$ cat src/rtl/irqa_pkg.sv
package irqa_pkg;
  // Filter output state for one request channel.
  typedef enum logic {
    FLT_QUIET  = 1'b0,
    FLT_ACTIVE = 1'b1
  } flt_state_e;

  function automatic int unsigned max2(input int unsigned a, input int unsigned b);
    return (a > b) ? a : b;
  endfunction
endpackage

$ cat src/rtl/irqa_rst_sync.sv
module irqa_rst_sync #(
  parameter int unsigned STAGES = 2
) (
  input  logic clk,
  input  logic arst_n,
  output logic srst_n
);
  logic [STAGES-1:0] chain_q;

  always_ff @(posedge clk or negedge arst_n) begin
    if (!arst_n) chain_q <= '0;
    else         chain_q <= {chain_q[STAGES-2:0], 1'b1};
  end

  assign srst_n = chain_q[STAGES-1];
endmodule

$ cat src/rtl/irqa_sync.sv
module irqa_sync #(
  parameter int unsigned WIDTH  = 4,
  parameter int unsigned STAGES = 2
) (
  input  logic             clk,
  input  logic             rst_n,
  input  logic [WIDTH-1:0] d_i,
  output logic [WIDTH-1:0] q_o
);
  logic [WIDTH-1:0] stage_q [STAGES];

  generate
    for (genvar s = 0; s < STAGES; s++) begin : g_stage
      if (s == 0) begin : g_first
        always_ff @(posedge clk or negedge rst_n) begin
          if (!rst_n) stage_q[s] <= '1;
          else        stage_q[s] <= d_i;
        end
      end else begin : g_next
        always_ff @(posedge clk or negedge rst_n) begin
          if (!rst_n) stage_q[s] <= '1;
          else        stage_q[s] <= stage_q[s-1];
        end
      end
    end
  endgenerate

  assign q_o = stage_q[STAGES-1];
endmodule

$ cat src/rtl/irqa_glitch_filter.sv
module irqa_glitch_filter
  import irqa_pkg::*;
#(
  parameter int unsigned LOW_REJ  = 10,
  parameter int unsigned HIGH_REJ = 5
) (
  input  logic clk,
  input  logic rst_n,
  input  logic req_n_i,
  output logic pend_o
);
  localparam int unsigned MAXW = max2(LOW_REJ, HIGH_REJ);
  localparam int unsigned CW   = $clog2(MAXW + 1);
  localparam logic [CW-1:0] LOW_LAST  = CW'(LOW_REJ - 1);
  localparam logic [CW-1:0] HIGH_LAST = CW'(HIGH_REJ - 1);

  flt_state_e       state_q;
  logic [CW-1:0]    run_q;
  logic             mismatch;
  logic [CW-1:0]    limit;

  // A mismatch is an input level that disagrees with the filtered state.
  assign mismatch = (state_q == FLT_QUIET) ? !req_n_i : req_n_i;
  assign limit    = (state_q == FLT_QUIET) ? LOW_LAST : HIGH_LAST;

  always_ff @(posedge clk or negedge rst_n) begin
    if (!rst_n) begin
      state_q <= FLT_QUIET;
      run_q   <= '0;
    end else if (!mismatch) begin
      run_q   <= '0;
    end else if (run_q == limit) begin
      state_q <= (state_q == FLT_QUIET) ? FLT_ACTIVE : FLT_QUIET;
      run_q   <= '0;
    end else begin
      run_q   <= run_q + 1'b1;
    end
  end

  assign pend_o = (state_q == FLT_ACTIVE);

  AST_RISE_NEEDS_LOW: assert property (@(posedge clk) disable iff (!rst_n)
    $rose(pend_o) |-> $past(!req_n_i));
  AST_FALL_NEEDS_HIGH: assert property (@(posedge clk) disable iff (!rst_n)
    $fell(pend_o) |-> $past(req_n_i));
  AST_RUN_IN_RANGE: assert property (@(posedge clk) disable iff (!rst_n)
    run_q < CW'(MAXW));
endmodule

$ cat src/rtl/irqa_ctrl_reg.sv
module irqa_ctrl_reg #(
  parameter int unsigned NCH = 4
) (
  input  logic             clk,
  input  logic             rst_n,
  input  logic             wr_stb,
  input  logic [2*NCH-1:0] wr_data,
  input  logic             rd_stb,
  input  logic [NCH-1:0]   pend_i,
  output logic [2*NCH-1:0] rd_data,
  output logic [NCH-1:0]   chan_en
);
  logic [NCH-1:0] en_q;
  logic [NCH-1:0] snap_q;

  always_ff @(posedge clk or negedge rst_n) begin
    if (!rst_n)      en_q <= '0;
    else if (wr_stb) en_q <= wr_data[NCH-1:0];
  end

  always_ff @(posedge clk or negedge rst_n) begin
    if (!rst_n)      snap_q <= '0;
    else if (rd_stb) snap_q <= pend_i;
  end

  assign rd_data = {snap_q, en_q};
  assign chan_en = en_q;

  AST_SNAP_LOAD: assert property (@(posedge clk) disable iff (!rst_n)
    rd_stb |=> rd_data[2*NCH-1:NCH] == $past(pend_i));
  AST_SNAP_HOLD: assert property (@(posedge clk) disable iff (!rst_n)
    !rd_stb |=> $stable(rd_data[2*NCH-1:NCH]));
  AST_EN_LOAD: assert property (@(posedge clk) disable iff (!rst_n)
    wr_stb |=> chan_en == $past(wr_data[NCH-1:0]));
  AST_EN_HOLD: assert property (@(posedge clk) disable iff (!rst_n)
    !wr_stb |=> $stable(chan_en));
endmodule

$ cat src/rtl/irq_combiner.sv
module irq_combiner #(
  parameter int unsigned NCH      = 4,
  parameter int unsigned LOW_REJ  = 10,
  parameter int unsigned HIGH_REJ = 5,
  parameter int unsigned SYNC_STG = 2
) (
  input  logic             clk,
  input  logic             rst_n,
  input  logic [NCH-1:0]   irq_n_i,
  input  logic             wr_stb,
  input  logic [2*NCH-1:0] wr_data,
  input  logic             rd_stb,
  output logic [2*NCH-1:0] rd_data,
  output logic [NCH-1:0]   chan_en,
  output logic             irq_oe,
  output logic             irq_o
);
  logic           srst_n;
  logic [NCH-1:0] req_sync_n;
  logic [NCH-1:0] pend;

  irqa_rst_sync #(.STAGES(SYNC_STG)) u_rst_sync (
    .clk    (clk),
    .arst_n (rst_n),
    .srst_n (srst_n)
  );

  irqa_sync #(.WIDTH(NCH), .STAGES(SYNC_STG)) u_req_sync (
    .clk   (clk),
    .rst_n (srst_n),
    .d_i   (irq_n_i),
    .q_o   (req_sync_n)
  );

  generate
    for (genvar c = 0; c < NCH; c++) begin : g_chan
      irqa_glitch_filter #(.LOW_REJ(LOW_REJ), .HIGH_REJ(HIGH_REJ)) u_filter (
        .clk     (clk),
        .rst_n   (srst_n),
        .req_n_i (req_sync_n[c]),
        .pend_o  (pend[c])
      );
    end
  endgenerate

  irqa_ctrl_reg #(.NCH(NCH)) u_ctrl (
    .clk     (clk),
    .rst_n   (srst_n),
    .wr_stb  (wr_stb),
    .wr_data (wr_data),
    .rd_stb  (rd_stb),
    .pend_i  (pend),
    .rd_data (rd_data),
    .chan_en (chan_en)
  );

  // Open-drain style output: enable pulls the shared line to zero.
  assign irq_oe = |pend;
  assign irq_o  = 1'b0;

  AST_DETECT_ANY_EN: assert property (@(posedge clk) disable iff (!srst_n)
    (pend & ~chan_en) != '0 |-> irq_oe);
  AST_LINE_DATA_LOW: assert property (@(posedge clk) disable iff (!srst_n)
    irq_oe |-> !irq_o);
endmodule

$ cat config.mk
export PLATFORM = sky130hd
export DESIGN_NAME = irq_combiner
export DESIGN_NICKNAME = d
export VERILOG_FILES = /design/src/rtl/irqa_pkg.sv /design/src/rtl/irqa_rst_sync.sv /design/src/rtl/irqa_sync.sv /design/src/rtl/irqa_glitch_filter.sv /design/src/rtl/irqa_ctrl_reg.sv /design/src/rtl/irq_combiner.sv
export SDC_FILE = /design/constraint.sdc
export NUM_CORES = 1
export LEC_CHECK = 0
export BUFFER_PORTS_ARGS = -buffer_cell sky130_fd_sc_hd__clkbuf_2
export CAP_MARGIN = 5
export CORE_MARGIN = 1
export CORE_UTILIZATION = 40
export DETAILED_ROUTE_END_ITERATION = 7
export PLACE_DENSITY = 0.66
export SLEW_MARGIN = 5
export SYNTH_ARGS = -nofsm -noshare
export SYNTH_HDL_FRONTEND = slang
export SYNTH_SLANG_ARGS = --single-unit
$ cat constraint.sdc
create_clock -name clk -period 1.3 [get_ports clk]
set_input_delay 0.065 -clock clk [delete_from_list [all_inputs] [get_ports clk]]
set_output_delay 0.065 -clock clk [all_outputs]
set_load 0.005 [all_outputs]
# Word-level counts from Yosys, hierarchy flattened

Cells that the tools add are included.
Widths: inputs -> output; s select.

Add/sub/neg operators: 4
Equality and inequality tests: 4
Mux-type cells: 20
Reductions and logical operators: 9

Operator list:

| cell                | number |
|---|---|
| $mux 4              | 12 |
| $add 4x1->4 const B | 4 |
| $eq 4x4->1          | 4 |
| $mux 1              | 8 |
| $reduce_and 2->1    | 4 |
| $logic_not 1->1     | 4 |
| $reduce_or 4->1     | 1 |

Register bits: 38
Input bits: 16
Output and inout bits: 14
Logic and storage cells: 50

# Logic depth before layout (Yosys ltp)

Gate-level depths: netlist of run 1.

Word-level depth: 4
Depth in mapped cells: 3

# Hierarchy

A second synthesis of run 1 with hierarchy kept.

Cell total of the unflattened synthesis: 130
Area, all modules: 1704.1 µm²

Modules (own cells, without submodules):

| module             | times used | cells an instance | area each (µm²) | sequential area each (µm²) |
|---|---|---|---|---|
| irqa_glitch_filter | 4          | 23                | 267.8           | 125.1 |
| irqa_ctrl_reg      | 1          | 20                | 320.3           | 200.2 |
| irqa_sync          | 1          | 12                | 240.2           | 210.2 |
| irqa_rst_sync      | 1          | 3                 | 53.8            | 50.0 |
| irq_combiner       | 1          | 3                 | 18.8            | 0.0 |

# Least setup slack after synthesis of run 1

No wires, ideal clock.

Path type: register to register
Start point: register g_chan[0].u_filter.run_q[0]
End point: register g_chan[0].u_filter.run_q[2]
Setup time: 0.123 ns
Arrival time: 0.988 ns
Slack: 0.189 ns
Cell stages (with the launch flop): 4
Clock period less this slack: 1.111 ns
Path through: dfrtp_1 > nor4b_2 > a2bb2oi_2 > nor2_1

Cells in the longest elaborated chain, start to end: 3
Elaborated cells on any way between the ends: 4
Classes of those cells: 1 x add/sub; 1 x eq/ne; 2 x mux

RTL lines:

| element                                   | line                                               | text |
|---|---|---|
| from (decl)                               | irqa_glitch_filter.sv:18                           | `logic [CW-1:0] run_q;` |
| from (signal assigned)                    | irqa_glitch_filter.sv:36                           | `run_q <= run_q + 1'b1;` |
| $add 4x1->4 or $eq 4x4->1 (tied branches) | irqa_glitch_filter.sv:36, irqa_glitch_filter.sv:32 |  |
| $mux 4 (*)                                | irqa_glitch_filter.sv:32                           | `end else if (run_q == limit) begin` |
| $mux 4 (*)                                | irqa_glitch_filter.sv:30                           | `end else if (!mismatch) begin` |

Every way passes the cells marked *; elsewhere a longest branch is shown, timed or not.
A chain may end at the register's enable or synchronous reset.

# Final worst setup path of run 1

Start point: register g_chan[0].u_filter.state_q
End point: output port irq_oe

Cells in the longest elaborated chain, start to end: 1

RTL lines:

| element                | line                     | text |
|---|---|---|
| from (decl)            | irqa_glitch_filter.sv:17 | `flt_state_e state_q;` |
| from (signal assigned) | irqa_glitch_filter.sv:33 | `state_q <= (state_q == FLT_QUIET) ? FLT_ACTIVE : FLT_QUIET;` |
| $reduce_or 4->1        | irq_combiner.sv:58       | `assign irq_oe = \|pend;` |
| to (decl)              | irq_combiner.sv:15       | `output logic irq_oe,` |

No other way between the ends.

==> impl_results.md, run 1 <==
* Worst-path clk slew at 0.07 ns
* Final setup fails at 1
* Max cap viols at 0
* H-tree Lvls at 2
* Finished Layout Cells at 212
* Share of power burned in registers at 0.510
* Vias in the first global route at 1078
* CORE AREA at between 0.003 and 0.004 mm²
* RSZ-0062 raised after global routing: true
* Power per cell area at ~1500 mW/mm²
* Clock Skews at between 0.007 and 0.008 ns
* Failing checks: setup timing
* Synth top area cells: dfrtp_1 (46%), dfstp_2 (13%), mux2_2 (5.5%), nor2_1 (4.1%), a2bb2oi_2 (3.7%)
* Clock Tree Root: clkbuf_8
* Die width at 66.0 µm
* Max IR drop VDD at 0.000617 V
* Ant. Diodes at 0
* Setup slack after layout at -0.0833 ns
* Post-synth EDFFs at 0
* Mapped Area at approximately 0.0016 mm²
* I/O Pins at 30
* Worst path slowest cell: or4_1
* Sw frac at 0.264
* Run status: finished with violations
* Max Used Layer: met4
* Die H at 66.0 µm
* Remaining DRCs at 0
* Critical path class: reg -> out
* Max frequency at 723 MHz
* Initial Utilization at 0.432
* CP Capture Type: output pin
* Wire per inst at 12.9 µm
* Clock group share of total power at 0.323
* Final antenna-violating net count at 0
* Critical path cell sequence: or4_1 -> clkbuf_2
* Routed wire length at 2.74 mm
* Worst min path class: in -> reg
* Routed vias/inst at 5.05
* Vias at 1070
* Worst path arrival time at 1.32 ns
* Reg2Reg Setup Slack at 0.06 ns
* Post-Synth XOR/XNOR Area at 0.0427
* Wire length on met3 at roughly 130 µm
* Syn_area_per_cell at about 13 µm²
* Post-synth top area share at 0.458
* Internal power at 2290 µW
* Die ar. at between 0.004 and 0.005 mm²
* CP startpoint kind: flop
* #FFs+latches synth at 38
* Post-Synth Simple-Gate Area at 0.164
* YS warnings at 0
* Min Tclk post-route at 1.38 ns
* Largest family of logic cells by synthesized area: simple AND/OR/NAND/NOR gates
* Leak pwr at 0.000871 µW
* Max clock buf depth at 2
* Largest area contributor in the netlist: dfrtp_1
* Clock latency on the worst-skew pair at 0.28 ns
* Switch Pwr at 823 µW
* Met2 routed WL at 1.27 mm
* CP required at 1.24 ns
* Clock Sinks at 38
* Final worst-path cycle share at 1.06
* Grt ovf at 0
* Syn nets at 146
* Starting DRT DRC Count at 65
* Fill count at roughly 300
* Asr flop ratio synth at 1.00
* CP max FO at 2
* Most frequent cells in the layout: dfrtp_1 (28), clkbuf_2 (24), nor2_1 (18), mux2_2 (8), dfstp_2 (8)
* Syn Inst Count at approximately 130
* GRT Total Usage at 0.148
* Most common cell after layout, fill and taps aside: dfrtp_1
* Initial antenna violation count at 0
* Port bufs at 24
* WP buf/inv at 1
* Synth Flop Type: dfrtp_1
* Hold Fails Final Rpt at 0
* Largest net degree at the start of global routing at 19
* Wire length on met1 at 1.27 mm
* Adder-cell share of the synthesized area at 0.0305
* First-pass DRT Iterations at 4
* CP delay by family, top: simple AND/OR/NAND/NOR gates
* Row count at 22
* RePlAce Congestion at ~0.75
* Area grow syn2layout at 22.8%
* DP HPWL at 1.94 mm
* Final net count at between 150 and 200
* CP max stage delay at roughly 0.53 ns
* CTS buffer count at 5
* Sequential share of the synthesized area at 0.586
* Post-layout total power at 3110 µW
* Comb power frac at 0.168
* Distinct cells, synth at 23
* Placed insts at roughly 200
* Slew Viols, Final at 0
* First-pass GRT wire length at 4.80 mm
* Compound-Gate Fraction of Synth Area at 0.0809
* CTS tree: yes
* Hold Slack at between 0.01 and 0.015 ns
* Share of post-route cells with drive strength above 1 at 0.384
* Mux cell area share after synthesis at 0.0549
synthesized netlist by cell type (3+ instances only):
library cell	instances
dfrtp_1	30
nor2_1	18
dfstp_2	8
mux2_2	8
inv_1	6
buf_4	5
nand4bb_1	5
a2bb2oi_2	4
ha_1	4
nand2_1	4
nand3_1	4
nor2b_1	4
xnor2_1	4
xor2_1	4
a41oi_1	3
nor4b_2	3
o21ai_0	3
o41ai_1	3
metrics by stage:
stage | setup slack, ns | area [µm²] | utilization | setup TNS (ns)
2_1_floorplan | 0.178 | 1640 | - | 0
3_3_place_gp | 0.133 | 1810 | 0.477 | 0
3_5_place_dp | 0.0550 | 1810 | 0.477 | 0
4_1_cts | -0.0844 | 1990 | 0.523 | -0.0844
5_1_grt | -0.116 | 2010 | 0.530 | -0.123
6_report | -0.0833 | 2010 | 0.530 | -0.0833
area by class of cell:
class / count / area, µm² / area share
Clock buffer: 7 / 86.3 / 0.0429
Clock inverter: 1 / 30.0 / 0.0149
Inverter: 6 / 22.5 / 0.0112
Multi-Input combinational cell: 77 / 637 / 0.316
Sequential cell: 38 / 963 / 0.478
Tap cell: 48 / 60.1 / 0.0298
Timing Repair Buffer: 35 / 215 / 0.107
flip-flops by register name, indices dropped and copies added (netlist names):
signal                  count
u_ctrl.chan_en              4
u_rst_sync.chain_q          2
g_chan.u_filter.pend_o      4
u_req_sync.q_o              4
u_req_sync.stage_q          4
g_chan.u_filter.run_q      16
u_ctrl.snap_q               4
repair_timing:
action / CTS / global route
hold buffers: 5 / 0
gates cloned: 0 / 0
pin swaps: 1 / 3
setup buffers: 1 / 1
resized for setup: 0 / 4
endpoints found under the hold margin: 6 / 0
setup endpoints to repair: 1 / 8
cell families after synthesis:
family,after synthesis
simple gates,41
flops,38
compound gates,14
buf+inv,11
xor+xnor,8
mux,8
fa+ha+maj,4
other cells,2
metal layers:
metal  track usage  vias to the layer above
met5             0                        -
met4        0.0798                        0
met3        0.0431                        9
met2         0.231                       31
met1         0.183                      521
li1              -                      509
power groups by stage:
stage / Combinational, µW / Clock [µW] / Sequential [µW]
3_5_place_dp: 479 / 0 / 1590
5_1_grt: 600 / 1090 / 1620
4_1_cts: 508 / 1040 / 1560
6_report: 522 / 1000 / 1590
2_1_floorplan: 346 / 0 / 1560
3_3_place_gp: 452 / 0 / 1560
final timing paths:
kind                            depth (start not counted)                         from                           to
worst max-delay path                                    2    g_chan[0].u_filter.pend_o                       irq_oe
worst min-delay path                                    2                   wr_data[3]            u_ctrl.chan_en[3]
worst max register to register                          3  g_chan[0].u_filter.run_q[0]  g_chan[0].u_filter.run_q[3]
worst min register to register                          1        u_rst_sync.chain_q[1]  g_chan[0].u_filter.run_q[2]
max in group asynchronous                               1        u_rst_sync.chain_q[1]            u_req_sync.q_o[2]
min in group asynchronous                               2                        rst_n        u_rst_sync.chain_q[0]
Power figures use the tool's default switching activity.
==> run 2: changes to the inputs <==
- SETUP_SLACK_MARGIN: not set -> 0.2
==> run 2 against run 1 <==
- the flow still finishes with violations (setup timing)
- via count is 3.6% higher
- register-to-register slack better by 0.08 ns
- setup slack better by 0.0014 ns
- clock skew decreased by 0.00085 ns
- cell count rose by 3.3%
- count of clock-buffer cells in the layout did not move
- worst hold slack improved by 0.0062 ns
- maximum frequency is 0.10% higher
- non-clock buffer count rose by 7
- flip-flop and latch count did not move
- clock power fell by 19%
- design area up 5.2%
- largest cell class unchanged
- highest routed layer unchanged
==> impl_results.md, run 2 (synthesis results as in run 1) <==
* Setup Total Neg Slack at -0.0819 ns (was -0.0833 ns)
* Comb power frac at 0.214 (was 0.168)
* Most common cell after layout, fill and taps aside: clkbuf_2 (was dfrtp_1)
* H-tree Lvls at 2 (unchanged)
* Remaining DRCs at 0 (unchanged)
* Finished Layout Cells at 219 (was 212)
* Final instance area at 0.00212 mm² (was 0.00201 mm²)
* Hold Slack at 0.0178 ns (was 0.0116 ns)
* Crit Reg-Reg Startpoint: g_chan[0].u_filter.run_q[0] (unchanged)
* Die H at 66.0 µm (unchanged)
* First-pass GRT wire length at 4.95 mm (was 4.80 mm)
* CP max stage delay at 0.53 ns (about the same)
* Run status: finished with violations (unchanged)
* Area grow syn2layout at 29.2% (was 22.8%)
* Largest net degree at the start of global routing at 31 (was 19)
* Most frequent cells in the layout: clkbuf_2 (24), nor2_1 (18), dfrtp_1 (18), dfrtp_2 (12), buf_4 (9) (was dfrtp_1 (28), clkbuf_2 (24), nor2_1 (18), mux2_2 (8), dfstp_2 (8))
* Final setup fails at 1 (unchanged)
* CTS buffer count at 5 (unchanged)
* First-pass DRT Iterations at 4 (unchanged)
* Routed wire length at 2.87 mm (was 2.74 mm)
* CP max FO at 2 (unchanged)
* Switch Pwr at 872 µW (was 823 µW)
* Initial Utilization at 0.432 (unchanged)
* Final net count at 190 (was 183)
* CP startpoint kind: flop (unchanged)
* Placed cell area at 0.00181 mm² (about the same)
* Setup slack after layout at -0.0819 ns (was -0.0833 ns)
* CP Capture Type: output pin (unchanged)
* Clock latency on the worst-skew pair at 0.28 ns (about the same)
* Worst path slowest cell: or4_1 (unchanged)
* Max reg flops at 16 (unchanged)
* CORE AREA at 0.00380 mm² (unchanged)
* Routed vias/inst at 5.06 (was 5.05)
* Share of power burned in registers at 0.522 (was 0.510)
* RePlAce Congestion at 0.793 (was 0.753)
* Clock Sinks at 38 (unchanged)
* Max IR drop VDD at 0.000590 V (was 0.000617 V)
* Initial antenna violation count at 0 (unchanged)
* Power per cell area at 1450 mW/mm² (was 1550 mW/mm²)
* Leak pwr at 0.000906 µW (was 0.000871 µW)
* Fill count at 309 (was 304)
* Port bufs at 24 (unchanged)
* Critical path cell sequence: or4_1 -> clkbuf_2 (unchanged)
* Clock Skews at 0.00703 ns (was 0.00788 ns)
* RSZ-0062 raised after global routing: true (unchanged)
* Failing checks: setup timing (unchanged)
* Wire per inst at 13.1 µm (was 12.9 µm)
* Internal power at 2210 µW (was 2290 µW)
* CP required at 1.24 ns (about the same)
* Worst min path class: in -> reg (unchanged)
* Multi-input gate area at 678 µm² (was 637 µm²)
* Die width at 66.0 µm (unchanged)
* CP delay by family, top: simple AND/OR/NAND/NOR gates (unchanged)
* Biggest register: g_chan.u_filter.run_q (unchanged)
* Slew Viols, Final at 0 (unchanged)
* CTS tree: yes (unchanged)
* Share of post-route cells with drive strength above 1 at 0.497 (was 0.384)
* Starting DRT DRC Count at 44 (was 65)
* DP HPWL at 1.92 mm (was 1.94 mm)
* Post-layout total power at 3080 µW (was 3110 µW)
* GRT Total Usage at 0.157 (was 0.148)
* Max frequency at 724 MHz (was 723 MHz)
* Max cap viols at 0 (unchanged)
* Clock group share of total power at 0.264 (was 0.323)
* Vias in the first global route at 1138 (was 1078)
* Grt ovf at 0 (unchanged)
* Placed insts at 195 (was 197)
* Die ar. at 0.00436 mm² (unchanged)
* Worst-path clk slew at 0.07 ns (about the same)
* Worst hold start: wr_data[3] (unchanged)
* Hold Fails Final Rpt at 0 (unchanged)
* Sw frac at 0.283 (was 0.264)
* Row count at 22 (unchanged)
* Final antenna-violating net count at 0 (unchanged)
* Crit path launch: g_chan[0].u_filter.pend_o (unchanged)
* I/O Pins at 30 (unchanged)
* WP buf/inv at 1 (unchanged)
* Max clock buf depth at 2 (unchanged)
* Min Tclk post-route at 1.38 ns (about the same)
* Worst path arrival time at 1.32 ns (about the same)
* Sequential Area at 976 µm² (was 963 µm²)
* Final worst-path cycle share at 1.06 (about the same)
* Clock Tree Root: clkbuf_8 (unchanged)
* Critical path class: reg -> out (unchanged)
* Vias at 1109 (was 1070)
* Ant. Diodes at 0 (unchanged)
run 2: changes by cell type in the layout (fill, tap and decap cells not counted), moves of 3 or more:
cell | before | now
dfrtp_1 | 28 | 18
dfrtp_2 | 2 | 12
buf_4 | 6 | 9
buf_6 | 0 | 3
o21ai_0 | 3 | 0
o21ai_1 | 0 | 3
o41ai_1 | 3 | 0
o41ai_2 | 0 | 3
run 2: power by group through the flow:
stage | clock [µW] | sequential, µW | combinational (µW)
floorplan | 0 | 1560 | 345
global placement | 0 | 1570 | 446
detailed placement | 0 | 1590 | 462
CTS | 849 | 1600 | 605
global route | 897 | 1640 | 742
finish | 812 | 1610 | 660
run 2: path summary, 6_finish.rpt:
kind                                                to  slack (ns)  cells past startpoint
max in group asynchronous            u_req_sync.q_o[1]        0.73                      1
min in group asynchronous        u_rst_sync.chain_q[1]        0.09                      2
setup / recovery                                irq_oe       -0.08                      2
hold reg to reg                      u_ctrl.chan_en[1]        0.10                      0
setup reg to reg           g_chan[0].u_filter.run_q[1]        0.14                      3
hold / removal                       u_ctrl.chan_en[3]        0.02                      2
run 2: repair_timing:
item / CTS / global route
endpoints found under the hold margin: 6 / 0
cloned: 0 / 0
pin swaps: 14 / 9
endpoints found under the setup margin: 18 / 20
gates resized for setup: 18 / 7
hold buffers: 5 / 0
buffers inserted: 9 / 2
run 2: metal layers:
layer,vias to the layer above,wire (µm),GRT usage,part of all wire
li1,522,-,-,-
met2,27,1480,0.274,0.51
met1,558,1210,0.162,0.42
met4,0,36,0.0718,0.013
met3,2,142,0.0672,0.050
met5,-,0,0,0
run 2: stage by stage:
stage	utilization	setup slack (ns)
floorplan	-	0.201
global placement	0.477	0.130
detailed placement	0.477	0.0730
CTS	0.548	-0.0830
global route	0.558	-0.124
finish	0.558	-0.0819
run 2: area by class of cell:
class / instances / area share
Tap cell: 48 / 0.0283
Inverter: 6 / 0.0106
Multi-Input combinational cell: 77 / 0.320
Sequential cell: 38 / 0.460
Clock inverter: 1 / 0.00236
Clock buffer: 7 / 0.0407
Timing Repair Buffer: 42 / 0.138
run 2: worst register-to-register path, cell delays in order, from the launching register on:
cell	delay [ns]
dfrtp_2	0.46
nor4b_4	0.30
a2bb2oi_2	0.22
nor2b_1	0.07
==> run 3: changes to the inputs <==
- ABC_AREA: not set -> 1
- PLACE_DENSITY: 0.66 -> 0.65
==> run 3 against run 2 <==
- the run now ends clean
- critical endpoint unchanged
- global-route usage down 2.3 points
- clock power up 18%
- first-iteration DRC count down 30%
- highest routed layer unchanged
==> impl_results.md, run 3 <==
* Run status: completed (was finished with violations)
* Critical path class: reg -> out (unchanged)
* Finished Layout Cells at 256 (was 219)
* Final antenna-violating net count at 0 (unchanged)
* Max reg flops at 16 (unchanged)
* Wire length on met1 at 1.09 mm (was 1.21 mm)
* CP max FO at 3 (was 2)
* Final net count at 225 (was 190)
* Wire length on met3 at 143 µm (was 142 µm)
* Clock Sinks at 38 (unchanged)
* Post-synth EDFFs at 0 (unchanged)
* Synth top area cells: dfrtp_1 (45%), dfstp_2 (13%), nand2_2 (6.0%), inv_1 (5.4%), nand2_1 (4.5%) (was dfrtp_1 (46%), dfstp_2 (13%), mux2_2 (5.5%), nor2_1 (4.1%), a2bb2oi_2 (3.7%))
* WP buf/inv at 2 (was 1)
* Initial Utilization at 0.419 (was 0.432)
* Routed wire length at 2.51 mm (was 2.87 mm)
* Area grow syn2layout at 22.4% (was 29.2%)
* Clock latency on the worst-skew pair at 0.28 ns (about the same)
* Leak pwr at 0.00102 µW (was 0.000906 µW)
* Die width at 66.8 µm (was 66.0 µm)
* Critical path cell sequence: inv_2 -> nand4_1 -> clkbuf_2 (was or4_1 -> clkbuf_2)
* Vias at 1133 (was 1109)
* Starting DRT DRC Count at 31 (was 44)
* Clock Skews at 0.00558 ns (was 0.00703 ns)
* Max frequency at 959 MHz (was 724 MHz)
* Distinct cells, synth at 18 (was 23)
* Wire per inst at 9.80 µm (was 13.1 µm)
* Power per cell area at 1610 mW/mm² (was 1450 mW/mm²)
* Placed insts at 236 (was 195)
* Largest area contributor in the netlist: dfrtp_1 (unchanged)
* Sequential share of the synthesized area at 0.573 (was 0.586)
* Ant. Diodes at 0 (unchanged)
* Biggest register: g_chan.u_filter.run_q (unchanged)
* Final Util at 0.513 (was 0.558)
* Sequential Area at 962 µm² (was 976 µm²)
* #FFs+latches synth at 38 (unchanged)
* Fill count at 350 (was 309)
* YS warnings at 0 (unchanged)
* Commonest cells post-synth: dfrtp_1 (30), inv_1 (24), nand2_1 (20), nor2_1 (20), nand2_2 (16) (was dfrtp_1 (30), nor2_1 (18), dfstp_2 (8), mux2_2 (8), inv_1 (6))
* Initial antenna violation count at 0 (unchanged)
* First-pass GRT wire length at 4.17 mm (was 4.95 mm)
* Final worst-path cycle share at 0.802 (was 1.06)
* Hold Fails Final Rpt at 0 (unchanged)
* Most common cell in the synthesized netlist: dfrtp_1 (unchanged)
* Port bufs at 24 (unchanged)
* GRT Total Usage at 0.135 (was 0.157)
* Most common cell after layout, fill and taps aside: dfrtp_1 (was clkbuf_2)
* CP required at 1.24 ns (about the same)
* Worst path arrival time at 0.98 ns (was 1.32 ns)
* Synth Flop Type: dfrtp_1 (unchanged)
* Setup Total Neg Slack at 0 ns (was -0.0819 ns)
* Max cap viols at 0 (unchanged)
* Final instance area at 0.00205 mm² (was 0.00212 mm²)
* CTS buffer count at 5 (unchanged)
* Slew Viols, Final at 0 (unchanged)
* Vias in the first global route at 992 (was 1138)
* CP delay by family, top: flip-flops (was simple AND/OR/NAND/NOR gates)
* Most frequent cells in the layout: dfrtp_1 (29), inv_1 (24), clkbuf_2 (24), nand2_1 (20), nor2_1 (18) (was clkbuf_2 (24), nor2_1 (18), dfrtp_1 (18), dfrtp_2 (12), buf_4 (9))
* Asr flop ratio synth at 1.00 (unchanged)
* Multi-input gate area at 574 µm² (was 678 µm²)
* Syn Inst Count at 167 (was 126)
* Share of post-route cells with drive strength above 1 at 0.374 (was 0.497)
* Clock Tree Root: clkbuf_8 (unchanged)
* Row count at 23 (was 22)
* Worst path slowest cell: dfrtp_1 (was or4_1)
* Remaining DRCs at 0 (unchanged)
* CORE AREA at 0.00400 mm² (was 0.00380 mm²)
* Min Tclk post-route at 1.04 ns (was 1.38 ns)
* H-tree Lvls at 2 (unchanged)
* Syn_area_per_cell at 10.0 µm² (was 13.0 µm²)
* Die ar. at 0.00446 mm² (was 0.00436 mm²)
* CP Capture Type: output pin (unchanged)
* Routed vias/inst at 4.43 (was 5.06)
* Grt ovf at 0 (unchanged)
* Largest net degree at the start of global routing at 37 (was 31)
* CP max stage delay at 0.40 ns (was 0.53 ns)
* Worst-path clk slew at 0.07 ns (about the same)
* Syn nets at 187 (was 146)
* CP startpoint kind: flop (unchanged)
* Placed cell area at 0.00184 mm² (was 0.00181 mm²)
* I/O Pins at 30 (unchanged)
* Mapped Area at 0.00168 mm² (was 0.00164 mm²)
* Met2 routed WL at 1.23 mm (was 1.48 mm)
* Die H at 66.8 µm (was 66.0 µm)
* Worst min path class: in -> reg (unchanged)
* Final setup fails at 0 (was 1)
* RSZ-0062 raised after global routing: true (unchanged)
* Max clock buf depth at 2 (unchanged)
* First-pass DRT Iterations at 4 (unchanged)
* Max Used Layer: met4 (unchanged)
* Post-synth top area share at 0.447 (was 0.458)
* Max IR drop VDD at 0.000899 V (was 0.000590 V)
* RePlAce Congestion at 0.741 (was 0.793)
* DP HPWL at 1.72 mm (was 1.92 mm)
* CTS tree: yes (unchanged)
==> run 3: changes by cell type after synthesis, sizes merged, moves of 3 or more <==
cell,delta
o41ai,-3
nor4b,-5
nand4,+5
nor2b,-4
a2bb2oi,-4
o21ai,-3
a21oi,+3
a41oi,-3
nand3,+4
nand2,+32
mux2,-4
xnor2,+4
inv,+22
nand4bb,-5
==> run 3: cell families (layout without fill, tap and decap cells) <==
logic type	after synthesis	after routing	share of synthesized area
compound gates	4	4	0.0119
xor+xnor	12	12	0.0626
fa+ha+maj	4	4	0.0298
buf+inv	34	73	0.0880
flops	38	38	0.573
mux	4	4	0.0268
other cells	2	2	0.00448
simple gates	69	69	0.204
==> run 3: worst reg2reg max path, stage by stage (launching register included) <==
cell and delay (ns):
dfrtp_1 0.40, buf_4 0.15, xnor2_1 0.18, nand2_2 0.13, nor2_1 0.10
==> run 3: layout make-up <==
| class | count | area share |
|---|---|---|
| Tap cell | 50 | 0.0305 |
| Timing Repair Buffer | 37 | 0.118 |
| Clock inverter | 1 | 0.0146 |
| Clock buffer | 7 | 0.0372 |
| Multi-Input combinational cell | 95 | 0.280 |
| Inverter | 28 | 0.0512 |
| Sequential cell | 38 | 0.469 |
==> run 3: worst paths after layout <==
| path | depth (start not counted) | from | slack, ns | endpoint |
|---|---|---|---|---|
| min reg2reg | 1 | u_rst_sync.chain_q[1] | 0.22 | u_ctrl.chan_en[0] |
| min in group asynchronous | 2 | rst_n | 0.10 | u_rst_sync.chain_q[1] |
| max reg2reg | 4 | g_chan[2].u_filter.pend_o | 0.27 | g_chan[2].u_filter.run_q[2] |
| max in group asynchronous | 1 | u_rst_sync.chain_q[1] | 0.83 | u_req_sync.stage_q[7] |
| min | 2 | wr_data[2] | 0.01 | u_ctrl.chan_en[2] |
| max | 3 | g_chan[2].u_filter.pend_o | 0.26 | irq_oe |
==> run 3: stage by stage <==
| step | hold slack, ns | worst slack, ns | total power, µW |
|---|---|---|---|
| final | 0.0148 | 0.257 | 3310 |
| after CTS | 0.00265 | 0.220 | 3330 |
| after floorplan | -0.231 | 0.387 | 2110 |
| after global routing | 0.000548 | 0.184 | 3540 |
| after global placement | -0.148 | 0.334 | 2280 |
| after detailed placement | -0.147 | 0.324 | 2300 |
==> run 3: power breakdown <==
group          total (µW)  switching, µW  leakage [µW]  internal, µW
registers            1570            176      0.000472          1390
clock network         961            387     0.0000524           574
logic                 783            412      0.000501           371
==> run 3: timing repair <==
item / 4_1_cts / 5_1_grt
pin swaps: 0 / 0
hold buffers: 5 / 0
setup buffers: 4 / 3
endpoints found under the hold margin: 6 / 0
gates resized for setup: 0 / 2
endpoints found under the setup margin: 1 / 3
==> run 3: metal layers <==
metal | GRT usage | vias up
met5 | 0 | -
met4 | 0.0718 | 0
met3 | 0.0668 | 5
met2 | 0.199 | 26
met1 | 0.158 | 527
li1 | - | 575
